`src/rtl/dbl_pkg.sv`:
```
`timescale 1ns/1ps
package dbl_pkg;

    typedef enum logic [1:0] {
        LK_NONE = 2'd0,
        LK_PTR  = 2'd1,
        LK_ATTR = 2'd2
    } line_kind_e;

    typedef enum logic [1:0] {
        FK_NONE    = 2'b00,
        FK_DUMMY   = 2'b01,
        FK_PTRATTR = 2'b10,
        FK_CROM    = 2'b11
    } fetch_kind_e;

    typedef struct packed {
        logic        ba_n;
        logic        aec_n;
        fetch_kind_e kind;
        logic        dummy;
        logic        second;
    } slot_out_t;

    localparam slot_out_t SLOT_IDLE = '{
        ba_n:   1'b1,
        aec_n:  1'b1,
        kind:   FK_NONE,
        dummy:  1'b0,
        second: 1'b0
    };

    function automatic logic in_span(input int v, input int lo, input int hi);
        return (v >= lo) && (v <= hi);
    endfunction

endpackage

```
`src/rtl/dbl_line_classifier.sv`:
```
`timescale 1ns/1ps
module dbl_line_classifier
    import dbl_pkg::*;
#(
    parameter int LINE_W    = 9,
    parameter int SCROLL_W  = 3,
    parameter int WIN_FIRST = 3,
    parameter int WIN_LAST  = 202
) (
    input  logic [LINE_W-1:0]   line,
    input  logic [SCROLL_W-1:0] yscroll,
    input  logic                den,
    output line_kind_e          kind
);
    localparam int EXT_W = LINE_W + 1;

    logic [EXT_W-1:0] cur_x;
    logic [EXT_W-1:0] nxt_x;
    logic             cur_attr;
    logic             nxt_attr;

    assign cur_x = {1'b0, line};
    assign nxt_x = cur_x + EXT_W'(1);

    // A line opens a row when it lies in the window and its phase matches the scroll.
    assign cur_attr = den && in_span(int'(cur_x), WIN_FIRST, WIN_LAST)
                          && (cur_x[SCROLL_W-1:0] == yscroll);
    assign nxt_attr = den && in_span(int'(nxt_x), WIN_FIRST, WIN_LAST)
                          && (nxt_x[SCROLL_W-1:0] == yscroll);

    always_comb begin
        if (cur_attr)      kind = LK_ATTR;
        else if (nxt_attr) kind = LK_PTR;
        else               kind = LK_NONE;
    end
endmodule

```
`src/rtl/dbl_line_latch.sv`:
```
`timescale 1ns/1ps
module dbl_line_latch
    import dbl_pkg::*;
(
    input  logic       clk,
    input  logic       rst,
    input  logic       line_start,
    input  line_kind_e kind_in,
    output line_kind_e kind_now
);
    line_kind_e kind_q;

    always_ff @(posedge clk) begin
        if (rst)             kind_q <= LK_NONE;
        else if (line_start) kind_q <= kind_in;
    end

    // The new classification takes effect at position 0 itself.
    assign kind_now = line_start ? kind_in : kind_q;
endmodule

```
`src/rtl/dbl_slot_timer.sv`:
```
`timescale 1ns/1ps
module dbl_slot_timer
    import dbl_pkg::*;
#(
    parameter int HC_W          = 8,
    parameter int CHAR_START_HC = 40,
    parameter int NUM_COLS      = 40,
    parameter int BA_LEAD_HC    = 12,
    parameter int AEC_LEAD_HC   = 6
) (
    input  logic [HC_W-1:0] hc,
    input  line_kind_e      kind,
    output slot_out_t       slot
);
    localparam int BA_START    = CHAR_START_HC - BA_LEAD_HC;
    localparam int AEC_START   = CHAR_START_HC - AEC_LEAD_HC;
    localparam int WIN_END     = CHAR_START_HC + 2 * NUM_COLS - 1;
    localparam int FETCH_FIRST = AEC_START + 1;
    localparam int FETCH_LAST  = FETCH_FIRST + 2 * NUM_COLS - 1;
    localparam logic FETCH_PAR = 1'(FETCH_FIRST % 2);

    int   pos;
    logic bad;
    logic in_ba;
    logic in_aec;
    logic in_fetch;
    logic ptr_phase;

    assign pos       = int'(hc);
    assign bad       = (kind != LK_NONE);
    assign in_ba     = in_span(pos, BA_START, WIN_END);
    assign in_aec    = in_span(pos, AEC_START, WIN_END);
    assign in_fetch  = in_span(pos, FETCH_FIRST, FETCH_LAST);
    assign ptr_phase = (hc[0] == FETCH_PAR);

    always_comb begin
        slot        = SLOT_IDLE;
        slot.second = (kind == LK_ATTR) && (pos <= WIN_END);
        if (bad) begin
            slot.ba_n  = !in_ba;
            slot.aec_n = !in_aec;
            if (in_fetch) begin
                slot.kind = ptr_phase ? FK_PTRATTR : FK_CROM;
            end else if (in_aec) begin
                slot.kind  = FK_DUMMY;
                slot.dummy = 1'b1;
            end
        end
    end
endmodule

```
`src/rtl/dbl_dma_sequencer.sv`:
```
`timescale 1ns/1ps
module dbl_dma_sequencer
    import dbl_pkg::*;
#(
    parameter int LINES         = 312,
    parameter int HALF_CYCLES   = 228,
    parameter int ROW_LINES     = 8,
    parameter int WIN_FIRST     = 3,
    parameter int WIN_LAST      = 202,
    parameter int CHAR_START_HC = 40,
    parameter int NUM_COLS      = 40,
    parameter int BA_LEAD_HC    = 12,
    parameter int AEC_LEAD_HC   = 6,
    parameter logic [15:0] DUMMY_ADDR = 16'hFFFF,
    localparam int LINE_W   = $clog2(LINES),
    localparam int HC_W     = $clog2(HALF_CYCLES),
    localparam int SCROLL_W = $clog2(ROW_LINES)
) (
    input  logic                clk,
    input  logic                rst,
    input  logic [LINE_W-1:0]   raster_line,
    input  logic [HC_W-1:0]     hcount,
    input  logic [SCROLL_W-1:0] yscroll,
    input  logic                den,
    output logic                ba_n,
    output logic                aec_n,
    output logic [1:0]          fetch_kind,
    output logic [15:0]         dummy_addr,
    output logic                badline_second
);
    line_kind_e kind_raw;
    line_kind_e kind_now;
    slot_out_t  slot_nxt;
    slot_out_t  slot_q;

    dbl_line_classifier #(
        .LINE_W   (LINE_W),
        .SCROLL_W (SCROLL_W),
        .WIN_FIRST(WIN_FIRST),
        .WIN_LAST (WIN_LAST)
    ) classify_i (
        .line    (raster_line),
        .yscroll (yscroll),
        .den     (den),
        .kind    (kind_raw)
    );

    dbl_line_latch latch_i (
        .clk        (clk),
        .rst        (rst),
        .line_start (hcount == '0),
        .kind_in    (kind_raw),
        .kind_now   (kind_now)
    );

    dbl_slot_timer #(
        .HC_W          (HC_W),
        .CHAR_START_HC (CHAR_START_HC),
        .NUM_COLS      (NUM_COLS),
        .BA_LEAD_HC    (BA_LEAD_HC),
        .AEC_LEAD_HC   (AEC_LEAD_HC)
    ) timer_i (
        .hc   (hcount),
        .kind (kind_now),
        .slot (slot_nxt)
    );

    always_ff @(posedge clk) begin
        if (rst) slot_q <= SLOT_IDLE;
        else     slot_q <= slot_nxt;
    end

    assign ba_n           = slot_q.ba_n;
    assign aec_n          = slot_q.aec_n;
    assign fetch_kind     = slot_q.kind;
    assign dummy_addr     = slot_q.dummy ? DUMMY_ADDR : 16'h0000;
    assign badline_second = slot_q.second;
endmodule

```
`config.mk`:
```
export PLATFORM = sky130hd
export DESIGN_NAME = dbl_dma_sequencer
export DESIGN_NICKNAME = d
export VERILOG_FILES = /design/src/rtl/dbl_pkg.sv /design/src/rtl/dbl_line_classifier.sv /design/src/rtl/dbl_line_latch.sv /design/src/rtl/dbl_slot_timer.sv /design/src/rtl/dbl_dma_sequencer.sv
export SDC_FILE = /design/constraint.sdc
export NUM_CORES = 1
export LEC_CHECK = 0
export BUFFER_PORTS_ARGS = -buffer_cell sky130_fd_sc_hd__buf_4
export CAP_MARGIN = 10
export CORE_AREA = 2 2 47 49
export DETAILED_ROUTE_END_ITERATION = 10
export DIE_AREA = 0 0 49 51
export PLACE_DENSITY = 0.88
export RECOVER_POWER = 50
export SYNTH_ARGS = -nofsm -noshare
export SYNTH_HDL_FRONTEND = slang
export SYNTH_SLANG_ARGS = --single-unit
```
`constraint.sdc`:
```
create_clock -name clk -period 5 [get_ports clk]
set_input_delay 1 -clock clk [delete_from_list [all_inputs] [get_ports clk]]
set_output_delay 1 -clock clk [all_outputs]
set_load 0.01 [all_outputs]
```
After elaboration in Yosys (flattened, before gate mapping)
Index checks and enable logic that the tools add are counted.
- register bits: 8
- bits in latches: 0
- bits in writable memories: 0
- bits in read-only memories: 0
- input bits: 23
- logic and storage cells: 43
- memories kept: 0
- add/subtract/negate cells: 1
- $mul: 0
- divide/modulo/power cells: 0
- $lt $le $gt $ge: 9
- equality and inequality tests: 3
- shift-type cells: 0
- multiplexer cells: 7
- bitwise gates (word level): 1
- reduce and logical (&&, ||, !) cells: 16
- operators by type and width (cell ; number):
    8-bit by 6-bit greater-or-equal comparator with 1-bit output (second input constant) ; 2
    8-bit by 7-bit less-or-equal comparator with 1-bit output (second input constant) ; 2
    16-bit two-way mux ; 1
    9-bit by 1-bit adder with 10-bit output (second input constant) ; 1
    10-bit by 2-bit greater-or-equal comparator with 1-bit output (second input constant) ; 1
    10-bit by 8-bit less-or-equal comparator with 1-bit output (second input constant) ; 1
    1-bit logical AND ; 10
    9-bit by 2-bit greater-or-equal comparator with 1-bit output (second input constant) ; 1
    9-bit by 8-bit less-or-equal comparator with 1-bit output (second input constant) ; 1
    8-bit by 5-bit greater-or-equal comparator with 1-bit output (second input constant) ; 1
    8-bit logical NOT ; 1
    2-bit two-way mux ; 4
    3-bit equality test ; 2
    3-bit OR reduction ; 1
    2-bit equality test (second input constant) ; 1
    1-bit logical NOT ; 2
    1-bit two-way mux ; 2
    2-bit nonzero test ; 1
    2-bit OR reduction ; 1
    1-bit NOT ; 1

Logic depth before layout (Yosys ltp)
- depth in word-level cells: 11
- mapped depth: 8
- mapped depth without buffers: 7

Hierarchy
Synthesis repeated with hierarchy kept, for this count alone.
- cell total of the unflattened synthesis: 118
- area total of the unflattened synthesis: 940.9 um^2
- modules (own cells, without submodules) (module ; times used ; cells an instance ; area each (um^2)):
    dbl_line_classifier ; 1 ; 64 ; 452.9
    dbl_dma_sequencer ; 1 ; 30 ; 289.0
    dbl_slot_timer ; 1 ; 18 ; 112.6
    dbl_line_latch ; 1 ; 6 ; 86.3

Least setup slack after synthesis
No wires, ideal clock.
- path type: input port to flip-flop
- start: input port raster_line[0]
- end: register slot_q (netlist bit ba_n)
- setup time: 135 ps
- data arrival time: 2778 ps
- required time: 4865 ps
- setup slack: 2088 ps
- cell stages on the path: 6
- path buffers: 1
- cells stage by stage: buf_4 > xor2_1 > or4_1 > or4_4 > o21a_4 > or4_4
- cells in the longest elaborated chain, start to end: 11
- RTL lines (element ; RTL line ; source):
    start, declared ; dbl_dma_sequencer.sv:21 ; input logic [LINE_W-1:0] raster_line,
    9-bit by 1-bit adder with 10-bit output ; dbl_line_classifier.sv:23 ; assign nxt_x = cur_x + EXT_W'(1);
    10-bit by 2-bit greater-or-equal comparator with 1-bit output / 10-bit by 8-bit less-or-equal comparator with 1-bit output (equally long branches) ; dbl_pkg.sv:34 ; return (v >= lo) && (v <= hi);
    1-bit logical AND ; dbl_pkg.sv:34 ;
    1-bit logical AND ; dbl_line_classifier.sv:28 ; assign nxt_attr = den && in_span(int'(nxt_x), WIN_FIRST, WIN_LAST)
    1-bit logical AND ; dbl_line_classifier.sv:29 ; && (nxt_x[SCROLL_W-1:0] == yscroll);
    1-bit two-way mux ; dbl_line_classifier.sv:33 ; else if (nxt_attr) kind = LK_PTR;
    2-bit two-way mux (*) ; dbl_line_classifier.sv:32 ; if (cur_attr) kind = LK_ATTR;
    2-bit two-way mux (*) ; dbl_line_latch.sv:19 ; assign kind_now = line_start ? kind_in : kind_q;
    2-bit nonzero test (*) ; dbl_slot_timer.sv:30 ; assign bad = (kind != LK_NONE);
    1-bit NOT (no source line) (*) ; n/a ;
    2-bit OR reduction (no source line) (*) ; n/a ;
    end signal, assigned ; dbl_dma_sequencer.sv:70 ; else slot_q <= slot_nxt;
    end, declared ; dbl_dma_sequencer.sv:34 ; slot_out_t slot_q;
Mark *: on every way between the ends. The rest lies on a longest branch, timed or not.
A chain may end at the register's enable or synchronous reset.

Worst setup path in the final report
- start: input port raster_line[1]
- end: register slot_q (netlist bit ba_n)
Same word-level chain as after synthesis.

==> reports/results.ini <==
[status]
status = finished clean

[floorplanning]
core_area_um2 = 2060
ios = 44
chipHeight_um = 51
fp-row-count = 17
dieArea_um2 = 2500
initial_core_util_pct = 46.4
die_w_um = 49

[power]
power_switching_mw = 0.0498
p_leak_nw = 0.467
switching_share_pct = 30.0
power_frac_seq_pct = 38.4
p_comb_share_pct = 32.1
p_clk_share_pct = 29.5
p_int_mw = 0.116
powerDensity_nw_per_um2 = 146
peakVddDrop_mv = 0.0784

[finish]
diodes = 0
fillCellCount = 217
utilization_pct = 55.2
layout_common_cells = buf_4 (29), clkbuf_1 (14), nand2_1 (9), dfxtp_1 (8), nand3_1 (7)
nNetsFinal = 176
final_common_cell = buf_4
drive_gt1_share_pct = 27.9
area_growth_pct = 19.0

[logic_synthesis]
avgSynthCellArea_um2 = 7.85
ys_types = 48
synthCells = 122
synth_warnings = 0
synth.net_count = 149
synth_area_leaders = dfxtp_1 (17%), buf_4 (13%), ha_1 (5.2%)
synth_top_area_share_pct = 16.7
async_reset_ff_share_pct = 0
synth_area_um2 = 957
synth-edff-count = 0
yosys.area.top_type = dfxtp_1
synth_flop_cell = dfxtp_1
synth_seq_area_share_pct = 16.7
synth_seq_cells = 8

[clock_network]
clk_latency_ns = 0.26
numCtsBuffers = 3
cts_resized = 0
clockBufferDepth = 2
cts_tree = built
cts_setup_buffers = 0
cts_sinks = 8
clk_pin_slew_ns = 0.05
htreeDepth = 1
ctsHoldBuffers = 0
cts_root_buffer = clkbuf_4

[sta]
period_minus_slack_ns = 2.77
tightest_slew_ns = 0.483
relSlewSlack_pct = 67.5
drv_slew = 0
setup_viol = 0
tns_ns = 0
rsz0062_at_grt = false
hold_violations = 0
max_freq_mhz = 361
fin_crit_sh_pct = 55.4
fin_hold_ws_ns = 0.495
finClkSkew_ns = 0.00565

[setup_path]
path_class = input port to flip-flop
worst-r2r-cell-count = 3
required_ns = 5.13
start_kind = input port
path_max_fanout = 13
crit_path_end_kind = flip-flop
crit_arrival_ns = 2.90

[detailed_routing]
drc = 0
vias = 987
routedWlPerCell_um = 12.3
viasPerCell = 5.64
dr.pass1.iters = 4
wirelength_um = 2160
detail-route-antenna-nets = 0
drtIter0Drc = 26

[placement]
portBuffers = 43
gp_congestion = 0.940
hpwlAfterDp_um = 1730

[job]
maxCapViolations = 0

[global_routing]
grt_antenna_before_repair = 0
grt_pass1_wl_um = 3700
grt_pass1_vias = 874
grt_max_degree = 17
gr-total-overflow = 0
grt_usage_pct = 19.1

[hold_path]
holdPathStages = 2
worstHoldPathType = flip-flop to flip-flop

[final timing paths]
path,startpoint,end,slack (ns)
worst max register to register,latch_i.kind_q[0]$_SDFF_PP0_,ba_n$_SDFF_PP1_,3.78
worst min-delay path,latch_i.kind_q[1]$_SDFF_PP0_,latch_i.kind_q[1]$_SDFF_PP0_,0.50
worst max-delay path,raster_line[1],ba_n$_SDFF_PP1_,2.23
worst min register to register,latch_i.kind_q[1]$_SDFF_PP0_,latch_i.kind_q[1]$_SDFF_PP0_,0.50
[sequential cells by signal, summed over array words and instances, names as in the netlist]
signal,cells
aec_n,1
fetch_kind,2
ba_n,1
slot_q,1
badline_second,1
latch_i.kind_q,2
[through the flow]
step / std cells / power, mW / instance area (µm²) / setup WS, ns
after detailed placement: 172 / 0.118 / 1170 / 1.97
after global placement: 172 / 0.116 / 1170 / 2.01
after global routing: 175 / 0.178 / 1140 / 2.13
after CTS: 175 / 0.167 / 1190 / 2.25
after floorplan: 122 / 0.0941 / 957 / 2.09
final: 175 / 0.166 / 1140 / 2.23
[cells in the mapped netlist, types with 2 or more instances]
cell / n
inv_1: 4
xor2_1: 5
nor4_1: 3
and3_1: 2
or3_1: 2
nand3_1: 7
ha_1: 4
a311oi_1: 2
nor3_1: 2
dfxtp_1: 8
a21o_1: 2
or4_4: 2
buf_4: 16
o21ai_0: 4
a21oi_1: 6
and4_1: 4
nor2_1: 6
clkbuf_1: 4
xnor2_1: 2
nand2_1: 9
[worst max-delay path, stage by stage]
cell and delay, ns:
buf_4 0.15, ha_1 0.36, nor2_1 0.07, and4_1 0.18, or4_4 0.53, o21a_4 0.15, or4_4 0.46
[power groups by stage]
stage	Clock (mW)	Combinational [mW]	Sequential (mW)
3_5_place_dp	0	0.0529	0.0652
5_1_grt	0.0543	0.0601	0.0637
6_report	0.0490	0.0534	0.0638
4_1_cts	0.0500	0.0532	0.0638
2_1_floorplan	0	0.0289	0.0652
3_3_place_gp	0	0.0510	0.0652
[final cells by class]
cell class | count | area, µm² | area share, %
multi-input combinational | 89 | 636 | 55.8
timing repair buffer | 43 | 270 | 23.7
sequential | 8 | 160 | 14.1
tap | 28 | 35.0 | 3.08
clock buffer | 3 | 22.5 | 1.98
inverter | 4 | 15.0 | 1.32
[kinds of logic after synthesis]
group,synth area share (%)
and+or+nand+nor,30.9
adders and majority gates,5.23
AOI/OAI and AO/OA,23.9
xor gates and xnor gates,6.41
buffers and inverters,16.9
DFF,16.7
[layer usage]
layer	share of wire [%]	track usage, %	vias up
met5	0	0	-
met4	1.2	9.52	0
met3	4.9	4.39	5
met2	52	34.9	35
met1	42	20.6	453
li1	-	-	494
No activity file was read; power rests on OpenSTA's default activity.
